===== src/rtl/sfblk_pkg.sv =====
package sfblk_pkg;
  localparam int CNT_W  = 8;
  localparam int NUM_CH = 2;

  typedef enum int {
    CH_FAR  = 0,
    CH_NEAR = 1
  } ch_e;
endpackage


===== src/rtl/sfblk_wrap_opt.sv =====
module sfblk_wrap_opt (
  input  logic clk,
  input  logic rst_n,
  input  logic set_wr,
  input  logic set_val,
  output logic wrap_en
);
  always_ff @(posedge clk or negedge rst_n) begin
    if (!rst_n)      wrap_en <= 1'b0;
    else if (set_wr) wrap_en <= set_val;
  end


  opt_load_chk: assert property (@(posedge clk) disable iff (!rst_n)
    set_wr |=> (wrap_en == $past(set_val)));


  opt_hold_chk: assert property (@(posedge clk) disable iff (!rst_n)
    (!set_wr && $past(rst_n)) |=> $stable(wrap_en));
endmodule


===== src/rtl/sfblk_evt_qual.sv =====
module sfblk_evt_qual (
  input  logic rst_n,
  input  logic sf_end,
  input  logic fe_bit,
  input  logic crc_bad,
  input  logic sf_sync,
  input  logic link_up,
  output logic fe_inc,
  output logic ne_inc
);
  logic live;
  logic aligned;
  logic lost_align;

  always_comb begin
    live       = rst_n & sf_end;
    aligned    = sf_sync & link_up;
    lost_align = link_up & ~sf_sync;
    fe_inc     = live & fe_bit & aligned;
    ne_inc     = live & (crc_bad | lost_align);
  end
endmodule


===== src/rtl/sfblk_evt_cnt.sv =====
module sfblk_evt_cnt #(
  parameter int W = 8
) (
  input  logic         clk,
  input  logic         rst_n,
  input  logic         inc,
  input  logic         wrap_en,
  input  logic         wr,
  input  logic [W-1:0] wdata,
  output logic [W-1:0] cnt
);
  localparam logic [W-1:0] TOP = {W{1'b1}};
  localparam logic [W-1:0] ONE = W'(1);

  logic [W-1:0] nxt;
  logic         at_top;

  always_comb begin
    at_top = (cnt == TOP);
    nxt    = cnt;
    if (wr) begin
      nxt = wdata;
    end else if (inc) begin
      if (!at_top)     nxt = cnt + ONE;
      else if (wrap_en) nxt = '0;
    end
  end

  // count survives reset: no reset term on purpose
  always_ff @(posedge clk) cnt <= nxt;


  wr_wins_chk: assert property (@(posedge clk) disable iff (!rst_n)
    wr |=> (cnt == $past(wdata)));


  step_up_chk: assert property (@(posedge clk) disable iff (!rst_n)
    (inc && !wr && cnt != TOP) |=> (cnt == $past(cnt) + ONE));


  sat_top_chk: assert property (@(posedge clk) disable iff (!rst_n)
    (inc && !wr && !wrap_en && cnt == TOP) |=> (cnt == TOP));


  wrap_zero_chk: assert property (@(posedge clk) disable iff (!rst_n)
    (inc && !wr && wrap_en && cnt == TOP) |=> (cnt == '0));


  idle_hold_chk: assert property (@(posedge clk) disable iff (!rst_n)
    (!inc && !wr) |=> $stable(cnt));
endmodule


===== src/rtl/sfblk_errcnt.sv =====
module sfblk_errcnt
  import sfblk_pkg::*;
(
  input  logic             clk,
  input  logic             rst_n,
  input  logic             sf_end,
  input  logic             fe_bit,
  input  logic             crc_bad,
  input  logic             sf_sync,
  input  logic             link_up,
  input  logic             wrap_wr,
  input  logic             wrap_val,
  input  logic             fe_wr,
  input  logic [CNT_W-1:0] fe_wdata,
  input  logic             ne_wr,
  input  logic [CNT_W-1:0] ne_wdata,
  output logic [CNT_W-1:0] fe_count,
  output logic [CNT_W-1:0] ne_count
);
  logic             wrap_en;
  logic             fe_inc;
  logic             ne_inc;
  logic             inc_v [NUM_CH];
  logic             wr_v  [NUM_CH];
  logic [CNT_W-1:0] wd_v  [NUM_CH];
  logic [CNT_W-1:0] cnt_v [NUM_CH];

  sfblk_wrap_opt u_opt (
    .clk     (clk),
    .rst_n   (rst_n),
    .set_wr  (wrap_wr),
    .set_val (wrap_val),
    .wrap_en (wrap_en)
  );

  sfblk_evt_qual u_qual (
    .rst_n   (rst_n),
    .sf_end  (sf_end),
    .fe_bit  (fe_bit),
    .crc_bad (crc_bad),
    .sf_sync (sf_sync),
    .link_up (link_up),
    .fe_inc  (fe_inc),
    .ne_inc  (ne_inc)
  );

  always_comb begin
    inc_v[CH_FAR]  = fe_inc;
    inc_v[CH_NEAR] = ne_inc;
    wr_v[CH_FAR]   = fe_wr;
    wr_v[CH_NEAR]  = ne_wr;
    wd_v[CH_FAR]   = fe_wdata;
    wd_v[CH_NEAR]  = ne_wdata;
  end

  for (genvar g = 0; g < NUM_CH; g++) begin : g_ch
    sfblk_evt_cnt #(.W(CNT_W)) u_cnt (
      .clk     (clk),
      .rst_n   (rst_n),
      .inc     (inc_v[g]),
      .wrap_en (wrap_en),
      .wr      (wr_v[g]),
      .wdata   (wd_v[g]),
      .cnt     (cnt_v[g])
    );
  end

  assign fe_count = cnt_v[CH_FAR];
  assign ne_count = cnt_v[CH_NEAR];


  fe_gate_chk: assert property (@(posedge clk) disable iff (!rst_n)
    (!fe_wr && !(sf_sync && link_up)) |=> $stable(fe_count));


  reset_keep_chk: assert property (@(posedge clk)
    (!rst_n && !fe_wr && !ne_wr && $past(1'b1)) |=> ($stable(fe_count) && $stable(ne_count)));
endmodule


===== config.mk =====
export PLATFORM = sky130hd
export DESIGN_NAME = sfblk_errcnt
export DESIGN_NICKNAME = d
export VERILOG_FILES = /design/src/rtl/sfblk_pkg.sv /design/src/rtl/sfblk_wrap_opt.sv /design/src/rtl/sfblk_evt_qual.sv /design/src/rtl/sfblk_evt_cnt.sv /design/src/rtl/sfblk_errcnt.sv
export SDC_FILE = /design/constraint.sdc
export NUM_CORES = 1
export LEC_CHECK = 0
export ABC_AREA = 1
export BUFFER_PORTS_ARGS = -buffer_cell sky130_fd_sc_hd__buf_2
export CORE_UTILIZATION = 47
export CTS_CLUSTER_DIAMETER = 120
export CTS_CLUSTER_SIZE = 24
export DETAILED_ROUTE_END_ITERATION = 6
export GPL_TIMING_DRIVEN = 0
export HOLD_SLACK_MARGIN = 0.08
export PLACE_DENSITY = 0.81
export SYNTH_ARGS = -nofsm -noshare
export SYNTH_HDL_FRONTEND = slang
export SYNTH_SLANG_ARGS = --single-unit

===== constraint.sdc =====
create_clock -name clk -period 1.8 [get_ports clk]
set_input_delay 0.09 -clock clk [delete_from_list [all_inputs] [get_ports clk]]
set_output_delay 0.09 -clock clk [all_outputs]
set_load 0.005 [all_outputs]

==> impl_metrics.json <==
{
  "remaining_drc_errors": 0,
  "clk_pin_slew_worst_paths_ns": 0.11,
  "htreeDepth": 1,
  "synth-edff-count": 16,
  "n_fill_cell": 169,
  "power_density_nw_per_um2": 654,
  "crit_path_top_delay_cell": "edfxtp_1",
  "grt_overflow": 0,
  "cp-start-kind": "register",
  "critPathMaxFanout": 8,
  "initialDrtViolationCount": 33,
  "synth_warnings": 0,
  "cp_data_required_time_ns": 1.78,
  "setup_viol": 0,
  "period_needed_ns": 1.61,
  "p_leak_nw": 0.738,
  "ys_ff_latch": 17,
  "cp.arrival_ns": 1.59,
  "rsz0062_at_grt": "no",
  "dieArea_um2": 2490,
  "final_nets": 231,
  "crit_chain": "ha_1 > nand2_1 > nor2_1 > nand3_1 > a21oi_1 > inv_1",
  "fin_util_pct": 70.4,
  "synth_flop_cell": "edfxtp_1",
  "wl_mm": 2.53,
  "clock_latency_ns": 0.29,
  "drtAntennaViolNets": 0,
  "register_area_um2": 505,
  "ys_seq_area_share_pct": 46.9,
  "worstHoldPathType": "primary input to register",
  "period_share_pct": 89.5,
  "cap_violations": 0,
  "gp_congestion": 0.867,
  "worstMarginPinSlew_ns": 0.439,
  "grt_usage_pct": 21.6,
  "ys_types": 20,
  "antenna_found_initial": 0,
  "routedWlPerCell_um": 11.1,
  "fmax_mhz": 621,
  "ys_async_sr_fraction_pct": 5.88,
  "multiInputGateArea_um2": 492,
  "cp_slowest_stage_delay_ns": 0.43,
  "grt_pass1_vias": 954,
  "dr.pass1.iters": 4,
  "critPathKind": "register to register",
  "synth_nets": 174,
  "cts_buffer_depth": 2,
  "die_x_um": 49.9,
  "diodes": 0,
  "cp-end-kind": "register",
  "layout.cells.most_common": "nand2_1",
  "hold_violations": 0,
  "num_io_pins": 43,
  "core_area_um2": 2060,
  "ir_drop_uv": 486,
  "hpwl_mm": 1.88,
  "numCtsBuffers": 3,
  "cts_tree": "built",
  "root_buffer": "clkbuf_4",
  "grt_first_pass_wirelength_mm": 4.02,
  "syn2layout_area_growth_pct": 34.8,
  "grt_max_degree": 11,
  "cts_resized": 0,
  "syn-instance-count": 145,
  "clock_sinks": 17,
  "syn_area_um2": 1080,
  "slew_headroom_pct": 70.8,
  "fin_worst_skew_ns": 0.00206,
  "final_cell_mix": "nand2_1, buf_2, inv_1",
  "syn_area_per_cell_um2": 7.43,
  "row_count": 16,
  "num_vias": 1109,
  "vias_per_cell": 4.86,
  "slew_viol_final": 0,
  "die_y_um": 49.9,
  "drive_gt1_share_pct": 25.9,
  "status": "finished, final reports clean",
  "start_util_pct": 52.2,
  "setup_tns_ns": 0,
  "portBuffers": 41
}
-- logic make-up after synthesis --
logic type               Yosys count  synth area share, %
adder cells (fa/ha/maj)            2                 2.32
buffers and inverters             21                 7.43
AND/OR/NAND/NOR                   89                 34.7
AO/OA/AOI/OAI                     14                 6.97
XOR/XNOR                           2                 1.63
flip-flops                        17                 46.9
-- flip-flops by register name (all words and copies together) (netlist names) --
register	count
g_ch.u_cnt.cnt	16
u_opt.wrap_en	1
-- cell type report --
class	count	area share, %
buffer	2	0.603
clock buffer	4	1.81
inverter	19	4.91
multi-input combinational	107	33.9
sequential	17	34.8
tap	27	2.33
timing repair buffer	52	21.7
-- where the power goes --
part / switching, mW / total [mW] / leakage [nW] / internal [mW]
sequential: 0.0382 / 0.519 / 0.172 / 0.481
combinational: 0.112 / 0.214 / 0.551 / 0.101
clock: 0.132 / 0.218 / 0.0150 / 0.0862
total: 0.282 / 0.951 / 0.738 / 0.669
-- cells in the mapped netlist (2+ instances only) --
master | count | area, µm²
nand2_1 | 54 | 203
edfxtp_1 | 16 | 480
nor2_2 | 2 | 12.5
o21ai_0 | 9 | 45.0
nor2_1 | 14 | 52.6
nand2_2 | 3 | 18.8
ha_1 | 2 | 25.0
nand3_1 | 13 | 65.1
inv_1 | 18 | 67.6
xor2_1 | 2 | 17.5
o21bai_1 | 2 | 15.0
o21ai_1 | 2 | 10.0
-- repair_timing --
action	in CTS	in global routing
hold buffers	11	0
hold endpoints to repair	10	0
setup buffers	0	0
-- worst max-delay path: cells and delay by family, from the launching register on --
kind,cells,cell delay (ns)
flops,1,0.43
buf+inv,1,0.28
compound gates,1,0.06
simple gates,3,0.28
fa+ha+maj,1,0.24
-- per-layer routing --
metal	wire, µm	global-route usage, %
met4	21	7.14
met1	1140	29.2
met3	133	2.16
met5	0	0
met2	1240	36.0
-- final timing paths --
path / start / endpoint / slack, ns / depth (start not counted)
max: g_ch[1].u_cnt.cnt[0] / g_ch[1].u_cnt.cnt[5] / 0.19 / 6
min: ne_wdata[2] / g_ch[1].u_cnt.cnt[2] / 0.08 / 3
max reg2reg: g_ch[1].u_cnt.cnt[0] / g_ch[1].u_cnt.cnt[5] / 0.19 / 6
min reg2reg: g_ch[1].u_cnt.cnt[0] / g_ch[1].u_cnt.cnt[0] / 0.67 / 1
max in group asynchronous: rst_n / u_opt.wrap_en / 1.62 / 2
min in group asynchronous: rst_n / u_opt.wrap_en / 0.09 / 2
-- metrics by stage --
step / cells / power [mW] / hold slack, ns / setup slack [ns] / cell area (µm²)
after floorplan: 145 / 0.631 / -0.206 / 0.351 / 1080
after global placement: 213 / 0.710 / -0.128 / 0.246 / 1320
after detailed placement: 213 / 0.721 / -0.125 / 0.209 / 1320
after CTS: 228 / 0.947 / 0.0821 / 0.185 / 1450
after global routing: 228 / 0.999 / 0.0879 / 0.0729 / 1450
final: 228 / 0.951 / 0.0817 / 0.189 / 1450
(Power assumes the default switching activity.)
